--- config.mk ---
export PLATFORM = sky130hd
export DESIGN_NAME = pc_sequencer
export DESIGN_NICKNAME = d
export VERILOG_FILES = /design/src/rtl/pc_seq_pkg.sv /design/src/rtl/pc_seq_add.sv /design/src/rtl/pc_rel_add.sv /design/src/rtl/pc_abs_form.sv /design/src/rtl/pc_sequencer.sv
export SDC_FILE = /design/constraint.sdc
export NUM_CORES = 1
export LEC_CHECK = 0
export BUFFER_PORTS_ARGS = -buffer_cell sky130_fd_sc_hd__buf_2
export CAP_MARGIN = 20
export CORE_ASPECT_RATIO = 0.6
export CORE_MARGIN = 3
export CORE_UTILIZATION = 45
export CTS_BUF_LIST = sky130_fd_sc_hd__clkbuf_16
export DETAILED_ROUTE_END_ITERATION = 8
export GPL_TIMING_DRIVEN = 0
export PLACE_DENSITY = 0.66
export SLEW_MARGIN = 20
export SYNTH_ARGS = -nofsm -noshare
export SYNTH_HDL_FRONTEND = slang
export SYNTH_SLANG_ARGS = --single-unit
--- constraint.sdc ---
create_clock -name clk -period 4.44 [get_ports clk]
set_input_delay 0 -clock clk [delete_from_list [all_inputs] [get_ports clk]]
set_output_delay 0 -clock clk [all_outputs]
set_load 0.01 [all_outputs]
--- src/rtl/pc_seq_pkg.sv ---
package pc_seq_pkg;

    localparam int PC_WIDTH    = 24;
    localparam int NARROW_W    = 16;
    localparam int WIDE_PAGE   = 19;
    localparam int NARROW_PAGE = 11;
    localparam int OFFSET_W    = 8;
    localparam int LEN_W       = 3;

    typedef enum logic [1:0] {
        JK_NONE = 2'b00,
        JK_LONG = 2'b01,
        JK_PAGE = 2'b10,
        JK_REL  = 2'b11
    } jump_kind_e;

endpackage

--- src/rtl/pc_seq_add.sv ---
module pc_seq_add #(
    parameter int PC_W  = 24,
    parameter int NAR_W = 16,
    parameter int LEN_W = 3
) (
    input  logic [PC_W-1:0]  cur_pc,
    input  logic [LEN_W-1:0] len,
    input  logic             wide,
    output logic [PC_W-1:0]  seq_pc
);
    localparam logic [PC_W-1:0] NAR_MASK = PC_W'((64'd1 << NAR_W) - 64'd1);

    logic [PC_W-1:0] sum;

    always_comb begin
        sum    = cur_pc + PC_W'(len);
        seq_pc = wide ? sum : (sum & NAR_MASK);
    end
endmodule

--- src/rtl/pc_rel_add.sv ---
module pc_rel_add #(
    parameter int PC_W  = 24,
    parameter int NAR_W = 16,
    parameter int OFS_W = 8
) (
    input  logic [PC_W-1:0]  base_pc,
    input  logic [OFS_W-1:0] offset,
    input  logic             wide,
    output logic [PC_W-1:0]  rel_pc
);
    localparam logic [PC_W-1:0] NAR_MASK = PC_W'((64'd1 << NAR_W) - 64'd1);

    logic [PC_W-1:0] ext_ofs;
    logic [PC_W-1:0] sum;

    always_comb begin
        ext_ofs = {{(PC_W-OFS_W){offset[OFS_W-1]}}, offset};
        sum     = base_pc + ext_ofs;
        rel_pc  = wide ? sum : (sum & NAR_MASK);
    end
endmodule

--- src/rtl/pc_abs_form.sv ---
module pc_abs_form #(
    parameter int PC_W   = 24,
    parameter int NAR_W  = 16,
    parameter int WPAGE  = 19,
    parameter int NPAGE  = 11
) (
    input  logic [PC_W-1:0] base_pc,
    input  logic [PC_W-1:0] field,
    input  logic            wide,
    output logic [PC_W-1:0] long_pc,
    output logic [PC_W-1:0] page_pc
);
    localparam logic [PC_W-1:0] NAR_MASK   = PC_W'((64'd1 << NAR_W) - 64'd1);
    localparam logic [PC_W-1:0] WPAGE_LOW  = PC_W'((64'd1 << WPAGE) - 64'd1);
    localparam logic [PC_W-1:0] NPAGE_LOW  = PC_W'((64'd1 << NPAGE) - 64'd1);

    logic [PC_W-1:0] low_mask;
    logic [PC_W-1:0] keep_mask;

    always_comb begin
        low_mask  = wide ? WPAGE_LOW : NPAGE_LOW;
        keep_mask = wide ? ~WPAGE_LOW : (NAR_MASK & ~NPAGE_LOW);
        long_pc   = wide ? field : (field & NAR_MASK);
        page_pc   = (base_pc & keep_mask) | (field & low_mask);
    end
endmodule

--- src/rtl/pc_sequencer.sv ---
module pc_sequencer
    import pc_seq_pkg::*;
#(
    parameter int PC_W  = PC_WIDTH,
    parameter int NAR_W = NARROW_W,
    parameter int WPAGE = WIDE_PAGE,
    parameter int NPAGE = NARROW_PAGE,
    parameter int OFS_W = OFFSET_W,
    parameter int LW    = LEN_W
) (
    input  logic            clk,
    input  logic            rst,
    input  logic            stall,
    input  logic            flat_mode,
    input  logic [LW-1:0]   instr_len,
    input  logic [1:0]      jump_kind,
    input  logic            taken,
    input  logic [PC_W-1:0] operand,
    output logic [PC_W-1:0] pc
);
    typedef struct packed {
        logic [PC_W-1:0] pc;
    } seq_state_t;

    seq_state_t state_d, state_q;

    logic [PC_W-1:0] seq_pc;
    logic [PC_W-1:0] rel_pc;
    logic [PC_W-1:0] long_pc;
    logic [PC_W-1:0] page_pc;
    jump_kind_e      kind;

    assign kind = jump_kind_e'(jump_kind);

    pc_seq_add #(.PC_W(PC_W), .NAR_W(NAR_W), .LEN_W(LW)) u_seq (
        .cur_pc (state_q.pc),
        .len    (instr_len),
        .wide   (flat_mode),
        .seq_pc (seq_pc)
    );

    pc_rel_add #(.PC_W(PC_W), .NAR_W(NAR_W), .OFS_W(OFS_W)) u_rel (
        .base_pc (seq_pc),
        .offset  (operand[OFS_W-1:0]),
        .wide    (flat_mode),
        .rel_pc  (rel_pc)
    );

    pc_abs_form #(.PC_W(PC_W), .NAR_W(NAR_W), .WPAGE(WPAGE), .NPAGE(NPAGE)) u_abs (
        .base_pc (seq_pc),
        .field   (operand),
        .wide    (flat_mode),
        .long_pc (long_pc),
        .page_pc (page_pc)
    );

    always_comb begin
        state_d = state_q;
        if (!stall) begin
            state_d.pc = seq_pc;
            if (taken) begin
                unique case (kind)
                    JK_LONG: state_d.pc = long_pc;
                    JK_PAGE: state_d.pc = page_pc;
                    JK_REL:  state_d.pc = rel_pc;
                    default: state_d.pc = seq_pc;
                endcase
            end
        end
    end

    always_ff @(posedge clk) begin
        if (rst) begin
            state_q <= '0;
        end else begin
            state_q <= state_d;
        end
    end

    assign pc = state_q.pc;
endmodule

==> results.ini, run 1 <==
[clock_tree]
cts_tree = done
cts.path.max_buffers = 2
numCtsBuffers = 3
cts.hold.buffers_added = 0
clkTransAtPathRegs_ns = 0.06
root_buffer = clkbuf_16
clock-sinks = 24
cts_setup_buffers = 0
cts_resized = 0
clk-insertion-delay-late_ns = 0.27
cts.htree.levels = 1

[sta]
timing.final.crit_share_pct = 93.9
fmax_mhz = 240
min_period_ns = 4.17
skew_ns = 0.00470
hold_viol = 0
setup_viol = 0
finalSetupTns_ns = 0
rsz0062_at_grt = false
relSlewSlack_pct = 28.5
final_max_slew_viol_count = 0
worst_pin_slew_ns = 1.07

[finish]
final-instance-count-excl-fill = 674
fin_nets = 633
final_cell_mix = 58 x buf_2, 57 x nand2_1, 48 x nor2_1
final_common_cell = buf_2
n_antenna_cell = 0
largest_reg_flops = 24
nFillCells = 766
syn2layout_area_growth_pct = 14.2
drive_gt1_share_pct = 14.7
utilization_pct = 55.0
stdcell_area_um2 = 4150

[critical_path]
r2r_end = pc[18]
cp_slowest_cell = or4b_2
cp_slowest_stage_delay_ns = 0.64
r2r_cells = 16
start_kind = register
end_kind = register
path_delay_family = simple AND/OR/NAND/NOR gates
cp.buffers_inverters = 1
r2r_slack_ns = 0.27
critPathKind = register to register
worstPathRequired_ns = 4.57
crit_fanout = 10
r2r-start = pc[0]
worstPathCellList = ha_1 -> fa_1 -> a21o_1 -> nand2_1 -> nor2_1 -> nand2_1 -> xor2_2 -> nor2_1 -> ha_1 -> clkbuf_1 -> nor2b_1 -> o21ai_0 -> nand2b_1 -> or4b_2 -> mux2i_1 -> nor4_1
worstPathArrival_ns = 4.30

[placement]
placed_area_um2 = 4030
place.gp.congestion = 0.983
io_buffers = 53
dp_cells = 670
dpl.hpwl_um = 11000

[routing]
drt_wl_total_um = 13800
drt-pass1-iter-count = 8
first_iter_violations = 476
antenna_left = 0
vias = 4302
avgViaCountPerCell = 6.38
wl_per_cell_um = 20.5
drc_errors = 0

[power_and_ir_drop]
power.total_mw = 0.966
max-vdd-ir-drop_v = 0.000149
p_per_area_nw_per_um2 = 233
p_leak_nw = 1.78

[synth]
netlist_area_um2 = 3630
muxShareOfSynthArea_pct = 1.76
synth_nets = 575
avgSynthCellArea_um2 = 7.08
netlist_instances = 513
synth-simple-area-share_pct = 28.5
synth_cell_types = 73
synth-compound-area-share_pct = 32.9
yosysWarnings = 0
synth_top_family_by_area = compound AO/OA/AOI/OAI gates
synth-main-ff-cell = dfxtp_1
async_flop_share_pct = 0
synth_xor_xnor_area_share_pct = 8.68
synth_edf_count = 0
ys_seq_area_share_pct = 13.2
yosys.area_share.adder_pct = 10.1
ys_ff_latch = 24

[floorplan]
die_h_um = 75.6
start_util_pct = 48.2
dieWidth_um = 122
die_area_um2 = 9220
rows = 24
core_um2 = 7540
io_pins = 58

[min_path]
hold_depth = 5
hold_path_class = input pin to register
hold_start = operand[20]
min_to = pc[20]

[grt]
grt_pass1_wl_um = 21200
overflow = 0
grtUsageTotal_pct = 29.9
antenna_found_initial = 0
grt_max_degree = 19
grt_pass1_vias = 3720

[job]
maxCapViolCount = 0

[status]
status = complete, no violations

[Yosys cell counts, types with 4 or more instances]
cell / number / share of area [%]
a221o_1: 4 / 1.1
and3_1: 6 / 1.0
o22ai_1: 5 / 0.86
nor4_1: 6 / 1.0
nor3_1: 9 / 1.2
nor2b_1: 11 / 1.9
o21ai_0: 40 / 5.5
ha_1: 26 / 9.0
a22o_1: 4 / 0.96
inv_1: 13 / 1.3
nand2b_1: 8 / 1.4
nand2_1: 57 / 5.9
nand4_1: 12 / 2.1
clkbuf_1: 26 / 2.7
and2_1: 5 / 0.86
or3_1: 4 / 0.69
a31oi_1: 14 / 2.4
o211ai_1: 7 / 1.4
xor2_1: 16 / 3.9
a221oi_1: 4 / 0.96
nand3_1: 13 / 1.8
a21o_1: 16 / 3.3
a211oi_1: 4 / 0.83
o21a_1: 7 / 1.4
dfxtp_1: 24 / 13
xnor2_1: 20 / 4.8
buf_2: 5 / 0.69
nand3b_1: 4 / 0.83
nor2_1: 48 / 5.0
a21oi_1: 33 / 4.5
o21ai_1: 4 / 0.55
[area by class of cell]
type | count | area [um2] | share of cell area [%]
Buffer | 32 | 126 | 3.05
Clock buffer | 3 | 75.1 | 1.81
Clock inverter | 1 | 30.0 | 0.724
Inverter | 13 | 48.8 | 1.18
Multi-Input combinational cell | 444 | 2990 | 72.1
Sequential cell | 24 | 480 | 11.6
Tap cell | 104 | 130 | 3.14
Timing Repair Buffer | 53 | 265 | 6.39
[per-layer routing]
| layer | global-route usage (%) | up-vias | wire (um) |
|---|---|---|---|
| li1 | - | 2030 | - |
| met1 | 46.5 | 1961 | 6460 |
| met2 | 38.6 | 287 | 5030 |
| met3 | 10.9 | 24 | 2140 |
| met4 | 4.97 | 0 | 198 |
| met5 | 0 | - | 0 |
[tightest hold or removal path, delay by kind of cell]
kind	cells	cell delay [ns]
AOI/OAI and AO/OA	3	0.18
buffers and inverters	1	0.08
and+or+nand+nor	1	0.06
[worst max-delay path by stage]
stage	depth (start not counted)	start	slack, ns	endpoint
6_report	16	pc[0]	0.27	pc[18]
5_1_grt	16	pc[0]	0.07	pc[18]
4_1_cts	14	pc[1]	0.30	pc[23]
3_5_place_dp	16	pc[0]	0.33	pc[18]
3_3_place_gp	16	pc[0]	0.41	pc[18]
2_1_floorplan	14	pc[1]	0.90	pc[23]
[metrics by stage]
step	setup WS, ns	hold slack (ns)
6_report	0.271	0.0720
2_1_floorplan	0.896	0.187
4_1_cts	0.301	0.0706
3_5_place_dp	0.331	0.344
5_1_grt	0.0683	0.0790
3_3_place_gp	0.411	0.335
[where the power goes]
part / leakage (nW) / switching (mW) / internal [mW]
registers: 0.197 / 0.0216 / 0.230
logic: 1.53 / 0.282 / 0.165
clock network: 0.0511 / 0.0873 / 0.180
[cell families (layout without fill, tap and decap cells)]
| family | count (synthesis) | count (layout) |
|---|---|---|
| xor+xnor | 36 | 36 |
| buf+inv | 45 | 102 |
| mux | 6 | 6 |
| simple gates | 201 | 201 |
| fa+ha+maj | 28 | 28 |
| compound gates | 173 | 173 |
| flops | 24 | 24 |
(Power assumes the default switching activity.)
==> run 2, diff against run 1 <==
- BUFFER_PORTS_ARGS: -buffer_cell sky130_fd_sc_hd__buf_2 -> -buffer_cell sky130_fd_sc_hd__buf_4
==> results.ini, run 2 (synthesis gave the netlist of run 1 again) <==
[finish]
fin_nets = 633
syn2layout_area_growth_pct = 17.5
n_antenna_cell = 0
final-instance-count-excl-fill = 674
drive_gt1_share_pct = 14.7
largest_reg_flops = 24
final_common_cell = nand2_1
multi_input_area_um2 = 2980
nFillCells = 765
final_cell_mix = 57 x nand2_1, 53 x buf_4, 48 x nor2_1
seqCellArea_um2 = 480

[clock_tree]
clk-insertion-delay-late_ns = 0.27
numCtsBuffers = 3
cts_tree = done
cts.htree.levels = 1
clkTransAtPathRegs_ns = 0.08
cts_setup_buffers = 0
clock-sinks = 24
root_buffer = clkbuf_16
cts.path.max_buffers = 2

[critical_path]
cp_slowest_cell = or4b_2
worstPathRequired_ns = 4.57
start_kind = register
crit_fanout = 10
worstPathArrival_ns = 4.39
r2r-start = pc[0]
r2r_end = pc[18]
r2r_slack_ns = 0.18
r2r_cells = 16
end_kind = register
worstPathCellList = ha_1 -> fa_1 -> a21o_1 -> nand2_1 -> nor2_1 -> nand2_1 -> xor2_1 -> nor2_1 -> ha_1 -> clkbuf_1 -> nor2b_1 -> o21ai_0 -> nand2b_1 -> or4b_2 -> mux2i_2 -> nor4_1
path_delay_family = simple AND/OR/NAND/NOR gates
cp.buffers_inverters = 1
critPathKind = register to register
cp_slowest_stage_delay_ns = 0.66

[placement]
io_buffers = 53
place_ws_ns = 0.357
place.gp.congestion = 0.973
dpl.hpwl_um = 11000
dp_cells = 670

[sta]
setup_viol = 0
rsz0062_at_grt = false
hold_ws_ns = 0.0647
finalSetupTns_ns = 0
min_period_ns = 4.26
timing.final.crit_share_pct = 96.0
hold_viol = 0
layout_setup_ws_ns = 0.178
skew_ns = 0.00707
fmax_mhz = 235
final_max_slew_viol_count = 0
worst_pin_slew_ns = 0.993
relSlewSlack_pct = 33.3

[grt]
grt_max_degree = 19
overflow = 0
antenna_found_initial = 0
grt_pass1_vias = 3760
grt_pass1_wl_um = 21200
grtUsageTotal_pct = 30.1

[floorplan]
rows = 24
dieWidth_um = 122
start_util_pct = 48.2
die_area_um2 = 9220
io_pins = 58
core_um2 = 7540
die_h_um = 75.6

[routing]
drt-pass1-iter-count = 7
drt-met1-wl_um = 6610
first_iter_violations = 625
antenna_left = 0
met3WireLength_um = 2080
avgViaCountPerCell = 6.43
topRoutingLayerUsed = met4
vias = 4335
wl_per_cell_um = 20.7
route.met2.wl_um = 5150
drt_wl_total_um = 13900
drc_errors = 0

[job]
maxCapViolCount = 0

[min_path]
hold_depth = 3
hold_path_class = input pin to register
hold_start = operand[8]
min_to = pc[8]

[power_and_ir_drop]
max-vdd-ir-drop_v = 0.0000985
p_leak_nw = 1.81
p_per_area_nw_per_um2 = 232

[status]
status = complete, no violations

run 2: changes by cell type in the layout (fill, tap and decap cells not counted):
cell	previous run	this run
xor2_2	1	0
a21oi_2	0	1
buf_2	58	5
xor2_1	15	16
a21oi_4	1	0
mux2i_2	0	1
buf_4	0	53
mux2i_1	3	2
run 2: area by class of cell:
class / count / area share (%)
clock buffer: 3 / 1.76
sequential: 24 / 11.3
clock inverter: 1 / 0.703
multi-input combinational: 444 / 69.8
inverter: 13 / 1.14
tap: 104 / 3.05
timing repair buffer: 53 / 9.32
buffer: 32 / 2.96
run 2: tightest hold or removal path, cell delays in order:
cell     delay (ns)
buf_4          0.09
mux2i_1        0.07
a21oi_1        0.14
run 2: how the worst max path moves through the flow:
stage	cells after the start	start	end	slack, ns
2_1_floorplan	14	pc[1]	pc[23]	0.90
3_3_place_gp	13	pc[1]	pc[22]	0.39
3_5_place_dp	14	pc[1]	pc[23]	0.36
4_1_cts	16	pc[0]	pc[18]	0.30
5_1_grt	16	pc[0]	pc[18]	0.02
6_report	16	pc[0]	pc[18]	0.18
run 2: timing repair:
| item | in CTS | in global routing |
|---|---|---|
| endpoints found under the hold margin | 0 | 0 |
| hold buffers | 0 | 0 |
| setup endpoints to repair | 0 | 1 |
| resized for setup | 0 | 1 |
run 2: report_power, final:
part / internal [mW] / switching [mW]
registers: 0.230 / 0.0219
clock network: 0.180 / 0.0962
logic: 0.180 / 0.284
run 2: stage by stage:
step,utilization (%),instance area (um2),total power [mW]
after floorplan,-,3630,0.548
final,56.7,4270,0.991
after CTS,56.6,4270,0.970
after global routing,56.7,4270,1.04
after global placement,55.2,4160,0.693
after detailed placement,55.2,4160,0.700
run 2: layer usage:
| metal | vias up | global-route usage [%] |
|---|---|---|
| li1 | 2029 | - |
| met1 | 2016 | 46.9 |
| met2 | 277 | 40.3 |
| met3 | 13 | 9.05 |
| met4 | 0 | 5.34 |
| met5 | - | 0 |
